`config.mk`:
```
export PLATFORM = sky130hd
export DESIGN_NAME = mem_bscan_reg
export DESIGN_NICKNAME = d
export VERILOG_FILES = /design/src/rtl/mem_bscan_pkg.sv /design/src/rtl/mem_bscan_ctrl.sv /design/src/rtl/mem_bscan_dp.sv /design/src/rtl/mem_bscan_reg.sv
export SDC_FILE = /design/constraint.sdc
export NUM_CORES = 1
export LEC_CHECK = 0
export ABC_AREA = 1
export BUFFER_PORTS_ARGS = -buffer_cell sky130_fd_sc_hd__buf_2
export CORE_AREA = 2 2 46 44
export CTS_BUF_LIST = sky130_fd_sc_hd__clkbuf_4
export CTS_CLUSTER_DIAMETER = 60
export DETAILED_ROUTE_END_ITERATION = 10
export DIE_AREA = 0 0 48 46
export PLACE_DENSITY = 0.73
export SLEW_MARGIN = 20
export SYNTH_ARGS = -nofsm -noshare
export SYNTH_HDL_FRONTEND = slang
export SYNTH_HIERARCHICAL = 1
export SYNTH_SLANG_ARGS = --single-unit
export TNS_END_PERCENT = 10
```
`constraint.sdc`:
```
create_clock -name tck -period 0.9 [get_ports tck]
set_input_delay 0.09 -clock tck [delete_from_list [all_inputs] [get_ports tck]]
set_output_delay 0.09 -clock tck [all_outputs]
set_load 0.02 [all_outputs]
```
`src/rtl/mem_bscan_pkg.sv`:
```
package mem_bscan_pkg;

  typedef enum logic [1:0] {
    MODE_OFF    = 2'd0,
    MODE_SAMPLE = 2'd1,
    MODE_EXTEST = 2'd2,
    MODE_FLOAT  = 2'd3
  } bsrModeE;

  localparam logic [1:0] KIND_NC  = 2'd0;
  localparam logic [1:0] KIND_IN  = 2'd1;
  localparam logic [1:0] KIND_OUT = 2'd2;

  // strobes from the control half to the datapath half
  typedef struct packed {
    logic capture;
    logic shift;
    logic update;
    logic fromLatch;
    logic floatOut;
    logic tdoActive;
  } bsrCtrlS;

endpackage

```
`src/rtl/mem_bscan_ctrl.sv`:
```
module mem_bscan_ctrl
  import mem_bscan_pkg::*;
(
  input  logic [1:0] mode,
  input  logic       captureDr,
  input  logic       shiftDr,
  input  logic       updateDr,
  output bsrCtrlS    ctrl
);

  bsrModeE modeE;
  logic    selected;

  assign modeE    = bsrModeE'(mode);
  assign selected = (modeE != MODE_OFF);

  always_comb begin
    ctrl           = '0;
    ctrl.capture   = selected & captureDr;
    ctrl.shift     = selected & shiftDr & ~captureDr;
    ctrl.update    = selected & updateDr;
    ctrl.tdoActive = selected & shiftDr;
    ctrl.fromLatch = (modeE == MODE_EXTEST);
    ctrl.floatOut  = (modeE == MODE_FLOAT);
  end

endmodule

```
`src/rtl/mem_bscan_dp.sv`:
```
module mem_bscan_dp
  import mem_bscan_pkg::*;
#(
  parameter int NUM_IN    = 4,
  parameter int NUM_OUT   = 3,
  parameter int NUM_CELLS = 9,
  parameter logic [8*NUM_CELLS-1:0] CELL_LIST = '0
) (
  input  logic               tck,
  input  logic               trstN,
  input  bsrCtrlS            ctrl,
  input  logic               tdi,
  input  logic [NUM_IN-1:0]  pinIn,
  input  logic [NUM_OUT-1:0] coreOut,
  input  logic [NUM_OUT-1:0] coreOe,
  output logic               tdo,
  output logic               tdoEn,
  output logic [NUM_OUT-1:0] padOut,
  output logic [NUM_OUT-1:0] padOe
);

  localparam int ENTRY_W = 8;

  logic [NUM_CELLS-1:0] shiftQ;
  logic [NUM_CELLS-1:0] latchQ;
  logic [NUM_CELLS-1:0] capVal;

  // position in the chain of the cell that owns output pin outIdx
  function automatic int cellOfOut(input int outIdx);
    int found;
    found = 0;
    for (int c = 0; c < NUM_CELLS; c++) begin
      if (CELL_LIST[ENTRY_W*c+6 +: 2] == KIND_OUT &&
          int'(CELL_LIST[ENTRY_W*c +: 6]) == outIdx)
        found = c;
    end
    return found;
  endfunction

  // capture source of every cell, chosen by its kind
  for (genvar i = 0; i < NUM_CELLS; i++) begin : g_cell
    localparam logic [1:0] KIND = CELL_LIST[ENTRY_W*i+6 +: 2];
    localparam int         IDX  = int'(CELL_LIST[ENTRY_W*i +: 6]);
    if (KIND == KIND_IN) begin : g_in
      assign capVal[i] = pinIn[IDX];
    end else if (KIND == KIND_OUT) begin : g_out
      assign capVal[i] = padOut[IDX];
    end else begin : g_nc
      assign capVal[i] = 1'b0;
    end
  end

  // shift stage: rising edge
  always_ff @(posedge tck or negedge trstN) begin
    if (!trstN) begin
      shiftQ <= '0;
    end else if (ctrl.capture) begin
      shiftQ <= capVal;
    end else if (ctrl.shift) begin
      shiftQ <= {tdi, shiftQ[NUM_CELLS-1:1]};
    end
  end

  // update latch and serial output: falling edge
  always_ff @(negedge tck or negedge trstN) begin
    if (!trstN) begin
      latchQ <= '0;
      tdo    <= 1'b0;
      tdoEn  <= 1'b0;
    end else begin
      if (ctrl.update) latchQ <= shiftQ;
      tdo   <= shiftQ[0];
      tdoEn <= ctrl.tdoActive;
    end
  end

  // output pad multiplexers
  for (genvar j = 0; j < NUM_OUT; j++) begin : g_pad
    localparam int CELL = cellOfOut(j);
    assign padOut[j] = ctrl.fromLatch ? latchQ[CELL] : coreOut[j];
    assign padOe[j]  = ctrl.floatOut  ? 1'b0 :
                       ctrl.fromLatch ? 1'b1 : coreOe[j];
  end

endmodule

```
`src/rtl/mem_bscan_reg.sv`:
```
module mem_bscan_reg
  import mem_bscan_pkg::*;
#(
  parameter int NUM_IN    = 4,
  parameter int NUM_OUT   = 3,
  parameter int NUM_CELLS = 9,
  // one byte per cell, cell 0 nearest tdo: {kind[1:0], idx[5:0]}
  parameter logic [8*NUM_CELLS-1:0] CELL_LIST = 72'h82_00_43_81_42_00_80_41_40
) (
  input  logic               tck,
  input  logic               trstN,
  input  logic [1:0]         mode,
  input  logic               captureDr,
  input  logic               shiftDr,
  input  logic               updateDr,
  input  logic               tdi,
  output logic               tdo,
  output logic               tdoEn,
  input  logic [NUM_IN-1:0]  pinIn,
  input  logic [NUM_OUT-1:0] coreOut,
  input  logic [NUM_OUT-1:0] coreOe,
  output logic [NUM_OUT-1:0] padOut,
  output logic [NUM_OUT-1:0] padOe
);

  bsrCtrlS ctrl;

  mem_bscan_ctrl u_ctrl (
    .mode      (mode),
    .captureDr (captureDr),
    .shiftDr   (shiftDr),
    .updateDr  (updateDr),
    .ctrl      (ctrl)
  );

  mem_bscan_dp #(
    .NUM_IN    (NUM_IN),
    .NUM_OUT   (NUM_OUT),
    .NUM_CELLS (NUM_CELLS),
    .CELL_LIST (CELL_LIST)
  ) u_dp (
    .tck     (tck),
    .trstN   (trstN),
    .ctrl    (ctrl),
    .tdi     (tdi),
    .pinIn   (pinIn),
    .coreOut (coreOut),
    .coreOe  (coreOe),
    .tdo     (tdo),
    .tdoEn   (tdoEn),
    .padOut  (padOut),
    .padOe   (padOe)
  );

endmodule

```
# Word level (Yosys, flattened, before mapping)
# Cells that the tools add are included.
[totals] reg_bits=20 in_bits=18 wordCells=24
[op_classes] n_eq_ne=2 mux=11 bitwise_logic=5 n_reduce_logical=2
[op_table] op="two-way mux 9 bit" n=2
[op_table] op="two-way mux 1 bit" n=9
[op_table] op="AND 1 bit" n=4
[op_table] op="equality test 2 bit (second input constant)" n=2
[op_table] op="nonzero test 2 bit" n=2
[op_table] op="NOT 1 bit" n=1

# Logic depth before layout (Yosys ltp)
[logic_depth] word_depth=5 ltp_mapped=8 depth_no_buf=7

# By module
# Netlist, hierarchy kept.
[modules_own_cells] module="mem_bscan_dp" instances=1 cells_per_inst=87 area_each_um2=671.9 seq_area_each_um2=350.3
[modules_own_cells] module="mem_bscan_ctrl" instances=1 cells_per_inst=12 area_each_um2=53.8 seq_area_each_um2=0.0

==> flow_summary_export.csv <==
group,metric,value,unit
clocking,clockBufferDepth,2,
pwr,irDropWorstVdd,0.00122,V
setup_path,critical_path_end,"padOut[1]",
synth,syn-num-nets,117,
finish,instances_no_fill,171,
pwr,switching_fraction,30.9,%
synth,syn-mean-instance-area,7.33,sq um
setup_path,critPathCaptureType,"output pin",
clocking,cts_buffers,3,
clocking,cts_num_sinks,14,
synth,post_synth_most_frequent_cells,"nand2_1 (36), inv_1 (16), nand3_1 (11)",
clocking,htree_levels,1,
synth,synth_flop_cell,"dfrtp_1",
synth,synth_edf_count,0,
finish,layout-drive-gt1-share,45.2,%
setup_path,cp_data_required_time,0.81,ns
min_path,min_path_cells,3,
setup_path,arr_time_crit_path,1.50,ns
job,max_cap_viol_count,0,
synth,netlist.area_leader.share,31.0,%
floorplan,chip_height,46,um
min_path,hold_start,"pinIn[2]",
global_route,grt_pass1_wl,2700,um
synth,synth_top_cell_by_area,"dfrtp_1",
setup_path,critical_path_cell_count,4,
drt,route.antenna.remaining_nets,0,
pwr,power_density,1450,nW/um^2
synth,postSynthRegisterBits,14,
drt,first_pass_iters,4,
pwr,cell_internal_pwr,1130,uW
global_route,global_route.usage.total,17.9,%
floorplan,die_w,48,um
setup_path,startpoint_type,"register",
pwr,pwr-share-comb,30.9,%
setup_path,crit_chain,"inv_2 -> nand2_2 -> and2_4 -> buf_6",
synth,synth-async-reset-ratio,100,%
pwr,power.static_leakage,0.000634,uW
placement,dp.final_hpwl,1300,um
drt,routed_via_density,4.41,
global_route,grt_overflow_total,0,
setup_path,critical_path.reg2reg.endpoint,"u_dp/shiftQ[5]",
drt,dr.first_iter.drc_count,10,
setup_path,r2r_setup_slack,-0.35,ns
timing,grt_setup_unrepaired,"true",
synth,yosys_warnings,6,
timing,setup_violations,15,
timing,timing.final.hold_violations,0,
global_route,first_global_vias,705,
clocking,clk_pin_slew,0.09,ns
pwr,switchingPower,504,uW
placement,placed_cells_incl_taps,164,
finish,area_growth_from_synthesis_to_final_layout,54.8,%
synth,post-synth-top-count-cell,"nand2_1",
pwr,pwr-share-seq,46.6,%
setup_path,criticalPathCategory,"register to output pin",
setup_path,critPathBufInv,2,
setup_path,reg2regPathDepth,5,
finish,seq_area,350,sq um
run_status,result_of_the_run,"finished with violations",
global_route,grt_antenna_before_repair,0,
global_route,grt_start_max_net_pins,12,
timing,fin_setup_tns,-5.02,ns
finish,num-fill-cells,166,
timing,maxSlewViolCount,0,
floorplan,row_count,15,
synth,synthesis.instances,99,
drt,drcViolationCount,0,
synth,synth.yosys.seq_area_share,48.3,%
clocking,clockRootBuffer,"clkbuf_4",
clocking,clk-insertion-delay-late,0.29,ns
timing,max_slew.worst_pin.slew,0.371,ns
run_status,failed_checks,"setup timing",
drt,route.vias.total,754,
finish,layout.nets,165,
setup_path,critical_path.slowest_cell,"dfrtn_1",
timing,maxSlewHeadroom,75.2,%
setup_path,timing.critical_path.max_delay_family,"flip-flops",
floorplan,std_cell_core_area,1780,sq um
setup_path,worst-path-max-fanout,2,
pwr,power.share.clock,22.5,%
setup_path,rr_startpoint,"u_dp/latchQ[5]",
synth,synth.top_cells.by_area,"dfrtp_1 (31%), nand2_1 (19%), dfrtn_1 (17%)",
drt,wire_per_inst,10.7,um
timing,fin_skew,0.0131,ns
clocking,tritoncts,"done",
finish,multi_input_area,335,sq um
placement,portBuffers,25,
floorplan,die_area,2210,sq um
min_path,hold_path_class,"input port to register",
synth,netlist-cell-type-count,13,
synth,post_synthesis_instance_area,726,sq um
timing,fin_ws,-0.690,ns
drt,postRouteWirelength,1840,um
finish,insertedDiodeCount,0,
setup_path,cp_startpoint,"u_dp/latchQ[5]",
placement,gp_congestion,0.785,
setup_path,critical-path-max-stage-delay,0.41,ns
floorplan,num_io_pins,26,
floorplan,floorplan.initialDensity,40.7,%
cells by family (layout without fill, tap and decap cells):
| group | Yosys count | in the layout | synth area share (%) |
|---|---|---|---|
| AND/OR/NAND/NOR | 64 | 64 | 39.3 |
| buffers and inverters | 18 | 65 | 10.3 |
| flip-flops | 14 | 14 | 48.3 |
| AO/OA/AOI/OAI | 3 | 3 | 2.07 |
state kept, by name, summed over array words and instances, names as in the netlist:
| signal | count |
|---|---|
| u_dp/shiftQ | 9 |
| u_dp/tdo | 1 |
| u_dp/latchQ | 3 |
| u_dp/tdoEn | 1 |
layout by cell type, fill, tap and decap left out, drive strengths merged, types with 3 or more instances in the layout:
cell / instances
nand2: 36
inv: 17
nor2: 13
dfrtn: 5
nand3: 11
and2: 3
buf: 43
clkbuf: 3
dfrtp: 9
o21ai: 3
power groups by stage:
stage	Sequential [uW]	Clock, uW	Combinational (uW)
global route	768	406	555
global placement	761	0	417
CTS	755	384	469
floorplan	770	0	218
finish	760	368	504
detailed placement	764	0	430
per-layer routing:
metal  global-route usage [%]  vias up  share of wire [%]
li1                         -      391                  -
met1                     19.8      331                 41
met2                     29.9       30                 51
met3                     8.33        2                7.6
met4                     5.95        0               0.44
met5                        0        -                  0
how the worst min path moves through the flow:
stage,end,slack [ns]
floorplan,u_dp/shiftQ[0],-0.21
global placement,u_dp/shiftQ[6],-0.03
detailed placement,u_dp/shiftQ[6],-0.02
CTS,u_dp/shiftQ[4],0.01
global route,u_dp/shiftQ[4],0.007
finish,u_dp/shiftQ[4],0.01
through the flow:
stage	cell area, sq um	power [uW]	hold WS [ns]	worst slack (ns)	utilization [%]
after floorplan	733	989	-0.206	-0.266	-
after global placement	1010	1180	-0.0253	-0.387	56.7
after detailed placement	1010	1190	-0.0184	-0.421	56.7
after CTS	1080	1610	0.0141	-0.709	60.4
after global routing	1120	1730	0.00713	-0.726	63.0
final	1120	1630	0.0149	-0.690	63.0
layout make-up:
class	count	area share (%)
Clock inverter	1	0.334
Sequential cell	14	31.2
Multi-Input combinational cell	67	29.8
Clock buffer	3	2.00
Inverter	17	5.68
Timing Repair Buffer	44	28.2
Tap cell	25	2.78
repair_timing:
item | in CTS | in global routing
setup endpoints to repair | 16 | 15
resized for setup | 12 | 13
hold buffers | 1 | 0
setup buffers | 0 | 2
pin swaps | 6 | 0
hold endpoints to repair | 10 | 0
tightest hold or removal path, stage by stage:
cell	delay (ns)
buf_2	0.08
nand2_1	0.04
nand3_1	0.07
Note: power is estimated with default switching activity, not from simulation.
